<file path="src/rtl/cfgword_pkg.sv">
package cfgword_pkg;
    localparam int REG_W     = 32;
    localparam int WORD_W    = 16;
    localparam int WADDR_W   = 12;
    localparam int BUS_AW    = 4;
    localparam int LAUNCH_B  = 0;
    localparam int DIR_B     = 1;
    localparam int DONE_B    = 2;
    localparam int WADDR_LSB = 4;
    localparam int RDF_LSB   = 16;
    localparam int WRF_LSB   = 0;
    localparam logic [BUS_AW-1:0] OFS_CMD  = 4'h0;
    localparam logic [BUS_AW-1:0] OFS_XFER = 4'h4;

    typedef struct packed {
        logic [REG_W-1:0] cmd;
        logic [REG_W-1:0] xfer;
        logic             pend;
        logic [REG_W-1:0] rdata;
    } eng_state_t;
endpackage

</file>
<file path="src/rtl/cfgword_busdec.sv">
module cfgword_busdec
    import cfgword_pkg::*;
(
    input  logic              valid,
    input  logic              write,
    input  logic [BUS_AW-1:0] addr,
    output logic              wr_cmd,
    output logic              wr_xfer,
    output logic              rd_cmd,
    output logic              rd_xfer,
    output logic              rd_any
);
    logic hit_cmd, hit_xfer;

    always_comb begin
        hit_cmd  = (addr == OFS_CMD);
        hit_xfer = (addr == OFS_XFER);
        wr_cmd   = valid & write & hit_cmd;
        wr_xfer  = valid & write & hit_xfer;
        rd_cmd   = valid & ~write & hit_cmd;
        rd_xfer  = valid & ~write & hit_xfer;
        rd_any   = valid & ~write;
    end
endmodule

</file>
<file path="src/rtl/cfgword_lookup.sv">
module cfgword_lookup
    import cfgword_pkg::*;
#(
    parameter logic [WADDR_W-1:0] CSUM_ADDR = 12'h03F,
    parameter logic [WORD_W-1:0]  CSUM_VAL  = 16'hBABA,
    parameter logic [WADDR_W-1:0] CFGW_ADDR = 12'h00F,
    parameter int                 CFGW_BIT  = 1
) (
    input  logic [WADDR_W-1:0] waddr,
    output logic [WORD_W-1:0]  word
);
    localparam logic [WORD_W-1:0] CFGW_VAL = WORD_W'(1) << CFGW_BIT;

    always_comb begin
        if (waddr == CSUM_ADDR) begin
            word = CSUM_VAL;
        end else if (waddr == CFGW_ADDR) begin
            word = CFGW_VAL;
        end else begin
            word = '0;
        end
    end
endmodule

</file>
<file path="src/rtl/cfgword_engine.sv">
module cfgword_engine
    import cfgword_pkg::*;
#(
    parameter logic [WADDR_W-1:0] CSUM_ADDR = 12'h03F,
    parameter logic [WORD_W-1:0]  CSUM_VAL  = 16'hBABA,
    parameter logic [WADDR_W-1:0] CFGW_ADDR = 12'h00F,
    parameter int                 CFGW_BIT  = 1
) (
    input  logic              clk,
    input  logic              rst_n,
    input  logic              sw_rst,
    input  logic              bus_valid,
    input  logic              bus_write,
    input  logic [BUS_AW-1:0] bus_addr,
    input  logic [REG_W-1:0]  bus_wdata,
    output logic [REG_W-1:0]  bus_rdata
);
    eng_state_t st_d, st_q;
    logic wr_cmd, wr_xfer, rd_cmd, rd_xfer, rd_any;
    logic [WADDR_W-1:0] op_waddr;
    logic [WORD_W-1:0]  op_word;
    logic               launch_view;

    cfgword_busdec u_dec (
        .valid   (bus_valid),
        .write   (bus_write),
        .addr    (bus_addr),
        .wr_cmd  (wr_cmd),
        .wr_xfer (wr_xfer),
        .rd_cmd  (rd_cmd),
        .rd_xfer (rd_xfer),
        .rd_any  (rd_any)
    );

    assign op_waddr = st_q.cmd[WADDR_LSB +: WADDR_W];

    cfgword_lookup #(
        .CSUM_ADDR (CSUM_ADDR),
        .CSUM_VAL  (CSUM_VAL),
        .CFGW_ADDR (CFGW_ADDR),
        .CFGW_BIT  (CFGW_BIT)
    ) u_lut (
        .waddr (op_waddr),
        .word  (op_word)
    );

    always_comb begin
        st_d = st_q;
        // finish a pending access; bus writes this cycle take precedence
        if (st_q.pend) begin
            if (!wr_cmd) begin
                st_d.cmd[LAUNCH_B] = 1'b0;
                st_d.cmd[DONE_B]   = 1'b1;
            end
            if (!st_q.cmd[DIR_B] && !wr_xfer) begin
                st_d.xfer[RDF_LSB +: WORD_W] = op_word;
            end
        end
        if (wr_cmd)  st_d.cmd  = bus_wdata;
        if (wr_xfer) st_d.xfer = bus_wdata;
        launch_view = wr_cmd ? bus_wdata[LAUNCH_B] : st_q.cmd[LAUNCH_B];
        st_d.pend   = (wr_cmd | wr_xfer) & launch_view;
        if (rd_any) begin
            st_d.rdata = rd_cmd ? st_q.cmd : (rd_xfer ? st_q.xfer : '0);
        end
        if (sw_rst) begin
            st_d = '0;
            st_d.cmd[DONE_B] = 1'b1;
        end
    end

    always_ff @(posedge clk or negedge rst_n) begin
        if (!rst_n) st_q <= '0;
        else        st_q <= st_d;
    end

    assign bus_rdata = st_q.rdata;

    p_done_set_r7: assert property (@(posedge clk) disable iff (!rst_n || sw_rst)
        (st_q.pend && !wr_cmd) |=> (st_q.cmd[DONE_B] && !st_q.cmd[LAUNCH_B]));

    p_done_hold_r7: assert property (@(posedge clk) disable iff (!rst_n || sw_rst)
        (st_q.cmd[DONE_B] && !wr_cmd) |=> st_q.cmd[DONE_B]);

    p_wrfield_keep_r6: assert property (@(posedge clk) disable iff (!rst_n || sw_rst)
        (st_q.pend && !st_q.cmd[DIR_B] && !wr_xfer)
        |=> (st_q.xfer[WORD_W-1:0] == $past(st_q.xfer[WORD_W-1:0])));

    p_write_discard_r9: assert property (@(posedge clk) disable iff (!rst_n || sw_rst)
        (st_q.pend && st_q.cmd[DIR_B] && !wr_xfer) |=> $stable(st_q.xfer));

    p_no_launch_r4: assert property (@(posedge clk) disable iff (!rst_n || sw_rst)
        (wr_cmd && !bus_wdata[LAUNCH_B]) |=> !st_q.pend);

    p_checksum_r8: assert property (@(posedge clk) disable iff (!rst_n || sw_rst)
        (st_q.pend && !st_q.cmd[DIR_B] && !wr_xfer && op_waddr == CSUM_ADDR)
        |=> (st_q.xfer[RDF_LSB +: WORD_W] == CSUM_VAL));

    p_swrst_done_r2: assert property (@(posedge clk) disable iff (!rst_n)
        sw_rst |=> (st_q.cmd == (REG_W'(1) << DONE_B) && st_q.xfer == '0 && !st_q.pend));
endmodule

</file>
<file path="config.mk">
export PLATFORM = sky130hd
export DESIGN_NAME = cfgword_engine
export DESIGN_NICKNAME = d
export VERILOG_FILES = /design/src/rtl/cfgword_pkg.sv /design/src/rtl/cfgword_busdec.sv /design/src/rtl/cfgword_lookup.sv /design/src/rtl/cfgword_engine.sv
export SDC_FILE = /design/constraint.sdc
export NUM_CORES = 1
export LEC_CHECK = 0
export BUFFER_PORTS_ARGS = -buffer_cell sky130_fd_sc_hd__buf_2
export CAP_MARGIN = 20
export CORE_UTILIZATION = 45
export CTS_BUF_LIST = sky130_fd_sc_hd__clkbuf_2 sky130_fd_sc_hd__clkbuf_4 sky130_fd_sc_hd__clkbuf_8
export CTS_CLUSTER_SIZE = 10
export DETAILED_ROUTE_END_ITERATION = 12
export PLACE_DENSITY = 0.66
export SLEW_MARGIN = 20
export SYNTH_ARGS = -nofsm -noshare
export SYNTH_HDL_FRONTEND = slang
export SYNTH_SLANG_ARGS = --single-unit
</file>
<file path="constraint.sdc">
create_clock -name clk -period 2.32 [get_ports clk]
set_input_delay 0.232 -clock clk [delete_from_list [all_inputs] [get_ports clk]]
set_output_delay 0.232 -clock clk [all_outputs]
set_load 0.02 [all_outputs]
</file>
### Word level (Yosys, flattened, before mapping)

Index checks and enable logic that the tools add are counted.

* bits in registers: 97
* bits in latches: 0
* memory bits (writable): 0
* bits in read-only memories: 0
* output and inout bits: 32
* logic and storage cells: 42
* memories: 0

* $add $sub $neg: 0
* multipliers: 0
* divide/modulo/power cells: 0
* order comparisons: 0
* equal/unequal tests: 3
* shift-type cells: 0
* muxes and demuxes: 13
* bitwise operators: 9
* reduce and logical (&&, ||, !) cells: 11

Operators with widths (number)
* 32-bit two-way mux: 5
* 97-bit two-way mux: 1
* 16-bit two-way mux: 2
* 17-bit two-way mux: 1
* 12-bit by 4-bit equality test with 1-bit output (second input constant): 1
* 12-bit by 6-bit equality test with 1-bit output (second input constant): 1
* 3-bit nonzero test: 3
* 1-bit AND: 7
* 2-bit nonzero test: 3
* 4-bit by 3-bit equality test with 1-bit output (second input constant): 1
* 4-bit logical NOT: 1
* 1-bit two-way mux: 3
* 1-bit logical NOT: 2
* 2-bit two-way mux: 1
* 2-bit AND reduction: 1
* 1-bit logical AND: 1
* 1-bit NOT: 1
* 1-bit bitwise OR: 1

### Longest topological paths before layout

* word-level depth: 8
* gate-level depth with buffers: 7
* depth with buffers taken out: 4

### Cells and area by module

From an unflattened synthesis, not the netlist that was laid out.

* cell total of the unflattened synthesis: 442
* area total of the unflattened synthesis: 4777.1 µm²

By module, submodules not included
* cfgword_engine: instances 1, cells an instance 411, area an instance 4564.4 µm², sequential area each 2427.3 µm²
* cfgword_lookup: instances 1, cells an instance 22, area an instance 162.7 µm², sequential area each 0.0 µm²
* cfgword_busdec: instances 1, cells an instance 9, area an instance 50.0 µm², sequential area each 0.0 µm²

### Worst setup path before layout

OpenSTA, ideal clock, no wires.

* kind: input to register
* from: input port bus_addr[1]
* to: register st_q[50] (netlist bit)
* arrival: 1.488 ns
* data required time: 2.184 ns
* path slack: 0.697 ns
* cell stages on the path: 6
* path buffers: 2
* cells stage by stage: or4b_4 -> or2_1 -> buf_2 -> buf_2 -> nand3_1 -> o211ai_1

* word-level cells in the longest chain between the ends: 6
* elaborated cells between the ends (all ways): 9
* those cells by class: 1 x eq/ne; 2 x mux; 1 x bitwise; 5 x reduce/logical

Ends and longest elaborated chain
* start, declared: RTL line cfgword_engine.sv:14 `input logic [BUS_AW-1:0] bus_addr,`
* 4-bit by 3-bit equality test with 1-bit output *: RTL line cfgword_busdec.sv:17 `hit_xfer = (addr == OFS_XFER);`
* 1-bit AND *: RTL line cfgword_busdec.sv:19 `wr_xfer = valid & write & hit_xfer;`
* 1-bit logical NOT: RTL line cfgword_engine.sv:55 `if (!st_q.cmd[DIR_B] && !wr_xfer) begin`
* 1-bit logical AND: RTL line cfgword_engine.sv:55
* 3-bit nonzero test (no line)
* 2-bit AND reduction (no line)
* end signal, assigned: RTL line cfgword_engine.sv:74 `else st_q <= st_d;`
* end, declared: RTL line cfgword_engine.sv:18 `eng_state_t st_d, st_q;`

Mark *: on every way between the ends. The rest lies on a longest branch, timed or not. The select of a mux whose other input is x is not followed.
A chain may end at the register's enable or synchronous reset.

### Worst setup path after layout

* from: register st_q, in the netlist op_waddr[9]
* to: register st_q[60] (netlist bit)

* word-level cells in the longest chain between the ends: 6

Ends and longest elaborated chain
* 12-bit by 6-bit equality test with 1-bit output: RTL line cfgword_lookup.sv:15 `if (waddr == CSUM_ADDR) begin`
* 16-bit two-way mux: RTL line cfgword_lookup.sv:15
* 16-bit two-way mux: RTL line cfgword_engine.sv:55
* 17-bit two-way mux: RTL line cfgword_engine.sv:50 `if (st_q.pend) begin`
* 32-bit two-way mux: RTL line cfgword_engine.sv:60 `if (wr_xfer) st_d.xfer = bus_wdata;`
* 97-bit two-way mux: RTL line cfgword_engine.sv:66 `if (sw_rst) begin`

Every way passes these cells. The select of a mux whose other input is x is not followed.

==> metrics.log <==
[metrics] result of the run: finished clean
[metrics] Max Root-Sink Buffers: 2
[metrics] Req. time, crit path: 2590 ps
[metrics] via count normalized by instance count: about 5.2
[metrics] core footprint: 9420 µm²
[metrics] buffers inserted during post-CTS setup optimization: 0
[metrics] DRC: 0
[metrics] critical register-to-register path startpoint: op_waddr[9]
[metrics] Diodes inserted: 0
[metrics] global router's overall resource usage: 0.208
[metrics] Antenna Nets Post-Route: 0
[metrics] share of cells above drive strength 1: 0.207
[metrics] post-DP HPWL: ~6.3 mm
[metrics] area of the die: a little over 10000 µm²
[metrics] transition time at the pin with the least slew margin: between 600 and 700 ps
[metrics] Final Routed Wirelength: 9.86 mm
[metrics] fill count: between 900 and 1000
[metrics] family with the most delay on the worst path: simple AND/OR/NAND/NOR gates
[metrics] launching element type of the critical path: flop
[metrics] Cell Rows: 35
[metrics] Non-Filler Instances: roughly 640
[metrics] instance count along the most critical hold path: 3
[metrics] Flop pwr share: 0.547
[metrics] register area: between 2000 and 2500 µm²
[metrics] endpoint of the worst hold path: st_q[40]
[metrics] number of flops mapped to enable cells by yosys: 0
[metrics] dominant cells by area after synthesis: sky130_fd_sc_hd__dfrtp_1 (54%), sky130_fd_sc_hd__nand2_1 (11%), sky130_fd_sc_hd__mux2i_1 (7.4%)
[metrics] average wire per standard cell: about 15 µm
[metrics] worst-path fanout max: 9
[metrics] share of the synthesized area in the top cell type: 0.544
[metrics] Die Span X: 102 µm
[metrics] kind of path behind the tightest hold check: in -> reg
[metrics] number of flip-flops and latches in the synthesized netlist: between 90 and 100
[metrics] instance count of the mapped netlist: between 400 and 500
[metrics] number of top-level design ports: 73
[metrics] vias in the first global route: about 3300
[metrics] CP endpoint kind: flop
[metrics] Psw: around 0.7 mW
[metrics] combined buffer and inverter count along the critical path: 0
[metrics] final critical path time including I/O delays and setup: between 1500 and 2000 ps
[metrics] post-layout instance area: slightly below 5000 µm²
[metrics] cell type of the slowest stage on the worst timing path: sky130_fd_sc_hd__or4_1
[metrics] final setup skew: roughly 8.6 ps
[metrics] leading cell type by number of instances after synthesis: sky130_fd_sc_hd__nand2_1
[metrics] Peak supply drop: 0.289 mV
[metrics] Post-layout nets: between 500 and 600
[metrics] WS Path Type: reg -> reg
[metrics] async set-or-reset flop fraction in the synthesized netlist: 1.00
[metrics] Num CTS Buffers: 9
[metrics] worst min-delay path startpoint: bus_wdata[7]
[metrics] number of antenna violations at the first check in global routing: 0
[metrics] unrepaired setup endpoints after global routing: false
[metrics] P&R area growth vs syn: 10.4%
[metrics] cts repair resizes: 0
[metrics] aggregate global routing overflow: 0
[metrics] max_slew headroom: 0.541
[metrics] max_cap viols: 0
[metrics] Slowest Stage Delay on Critical Path: a little over 500 ps
[metrics] Most used DFF post-synth: sky130_fd_sc_hd__dfrtp_1
[metrics] library cell occupying the most area in the post-synthesis netlist: sky130_fd_sc_hd__dfrtp_1
[metrics] Final Wtd Congestion: about 0.72
[metrics] Yosys warning total: 0
[metrics] Setup violations, final: 0
[metrics] utilization after layout: 0.523
[metrics] switching fraction of total power: 0.224
[metrics] cell-internal power: between 2 and 2.5 mW
[metrics] Synth top cells by count: sky130_fd_sc_hd__nand2_1 (133), sky130_fd_sc_hd__dfrtp_1 (97), sky130_fd_sc_hd__a21oi_1 (50)
[metrics] count of buffers inserted at the top-level ports: just over 70
[metrics] Worst Path Arrival: ~2200 ps
[metrics] Final Hold Vio Count: 0
[metrics] multi-input combinational cell area: 1630 µm²
[metrics] clock tree from TritonCTS: yes
[metrics] total instance count after detailed placement: about 620
[metrics] post-layout total power: just over 3 mW
[metrics] y dimension of the die: 102 µm
[metrics] part of the Yosys area used for sequential elements: 0.544
[metrics] post-synthesis instance area: 4460 µm²
[metrics] part of the cycle the worst path needs: 0.826
[metrics] R2R Setup Slk: just over 400 ps
[metrics] R2R Path End: st_q[60]
[metrics] cell chain of the critical path: or4_1 > nor3_1 > nand4_1 > nand3_1
[metrics] syn avg cell area: around 9.5 µm²
[metrics] depth of the worst register-to-register path: 4
[metrics] initial detailed-routing violation count: ~140
[metrics] level count of the clock H-tree: 3
[metrics] CTS Root Cell: sky130_fd_sc_hd__clkbuf_8
[metrics] first-pass GRT wire length: around 16 mm
[metrics] areal power density over the cells: 632 nW/µm²
[metrics] Gate power share: 0.061
[metrics] sum of negative setup slack: 0 ps
[metrics] Clk pin slew, worst setup/hold paths: approximately 90 ps
[metrics] via count of the routed design: 3337
[metrics] maximum number of pins on one net before global-route repair: 54
[metrics] total clock sinks: between 90 and 100
[metrics] Starting Density: 0.474
[metrics] number of pins exceeding their max-slew limit in the final report: 0
[metrics] placement-stage cell area: 4700 µm²
[metrics] maximum clock frequency: between 500 and 600 MHz
[metrics] number of distinct library cells after synthesis: 30
[metrics] Clk Latency, worst-skew pair: about 350 ps
[metrics] leak pwr: 2.35 nW
[metrics] part of the total power dissipated in the clock network: 0.392
[metrics] Syn Nets: roughly 510
[metrics] Initial DRT Pass Iterations: 4
[sequential cells by signal, indices dropped and copies added (netlist names)]
signal and cells:
st_q 53, op_waddr 12, bus_rdata 32
[cell type report]
class                           count  area share
Inverter                            2     0.00152
Multi-Input combinational cell    308       0.331
Clock buffer                       12      0.0310
Clock inverter                      3      0.0132
Tap cell                          129      0.0328
Timing Repair Buffer               86      0.0980
Sequential cell                    97       0.493
[metal layers]
metal / track usage / routed length, µm / vias to the layer above
met5: 0 / 0 / -
met4: 0.0580 / 69 / 0
met3: 0.0393 / 456 / 4
met2: 0.350 / 4830 / 78
met1: 0.274 / 4500 / 1648
li1: - / - / 1607
[power by group through the flow]
stage,Sequential [mW],Combinational [mW],Clock (mW)
6_report,1.70,0.191,1.22
5_1_grt,1.70,0.212,1.30
4_1_cts,1.70,0.195,1.23
3_5_place_dp,1.74,0.193,0
3_3_place_gp,1.74,0.192,0
2_1_floorplan,1.73,0.0829,0
[worst reg2reg max path: stages (launching register included)]
cell and delay, ps:
sky130_fd_sc_hd__dfrtp_1 400, sky130_fd_sc_hd__or4_1 510, sky130_fd_sc_hd__nor3_1 250, sky130_fd_sc_hd__nand4_1 450, sky130_fd_sc_hd__nand3_1 220
[cells by family after synthesis]
group	share of synthesized area
AND/OR/NAND/NOR	0.193
flip-flops	0.544
AO/OA/AOI/OAI	0.0956
buffers and inverters	0.0939
multiplexers	0.0740
[cells in the final DEF, fill, tap and decap left out, types with 2 or more instances in the layout]
master / synthesis / routed
sky130_fd_sc_hd__clkbuf_8: 0 / 10
sky130_fd_sc_hd__bufinv_16: 0 / 2
sky130_fd_sc_hd__buf_2: 11 / 71
sky130_fd_sc_hd__buf_4: 32 / 13
sky130_fd_sc_hd__inv_1: 2 / 2
sky130_fd_sc_hd__nand2_1: 133 / 133
sky130_fd_sc_hd__a21oi_1: 50 / 49
sky130_fd_sc_hd__nand3b_1: 16 / 16
sky130_fd_sc_hd__clkbuf_4: 0 / 2
sky130_fd_sc_hd__mux2i_1: 33 / 33
sky130_fd_sc_hd__nor3_1: 4 / 4
sky130_fd_sc_hd__o21ai_1: 10 / 10
sky130_fd_sc_hd__nand3_1: 25 / 25
sky130_fd_sc_hd__dfrtp_1: 97 / 97
sky130_fd_sc_hd__o21ai_0: 22 / 22
[through the flow]
stage | hold slack (ps) | setup WS, ps
floorplan | -63.6 | 697
global placement | 318 | 454
detailed placement | 318 | 409
CTS | 101 | 392
global route | 96.4 | 197
finish | 116 | 403
[worst max-delay path by stage]
stage | start | cells after the start | to
CTS | op_waddr[9] | 4 | st_q[60]
floorplan | bus_addr[1] | 6 | st_q[50]
global route | op_waddr[9] | 4 | st_q[60]
global placement | bus_addr[1] | 6 | st_q[67]
finish | op_waddr[9] | 4 | st_q[60]
detailed placement | op_waddr[9] | 4 | st_q[60]
[timing repair]
action,CTS,global route
hold buffers,1,0
setup endpoints to repair,0,0
hold endpoints to repair,51,0
(Power assumes the default switching activity.)
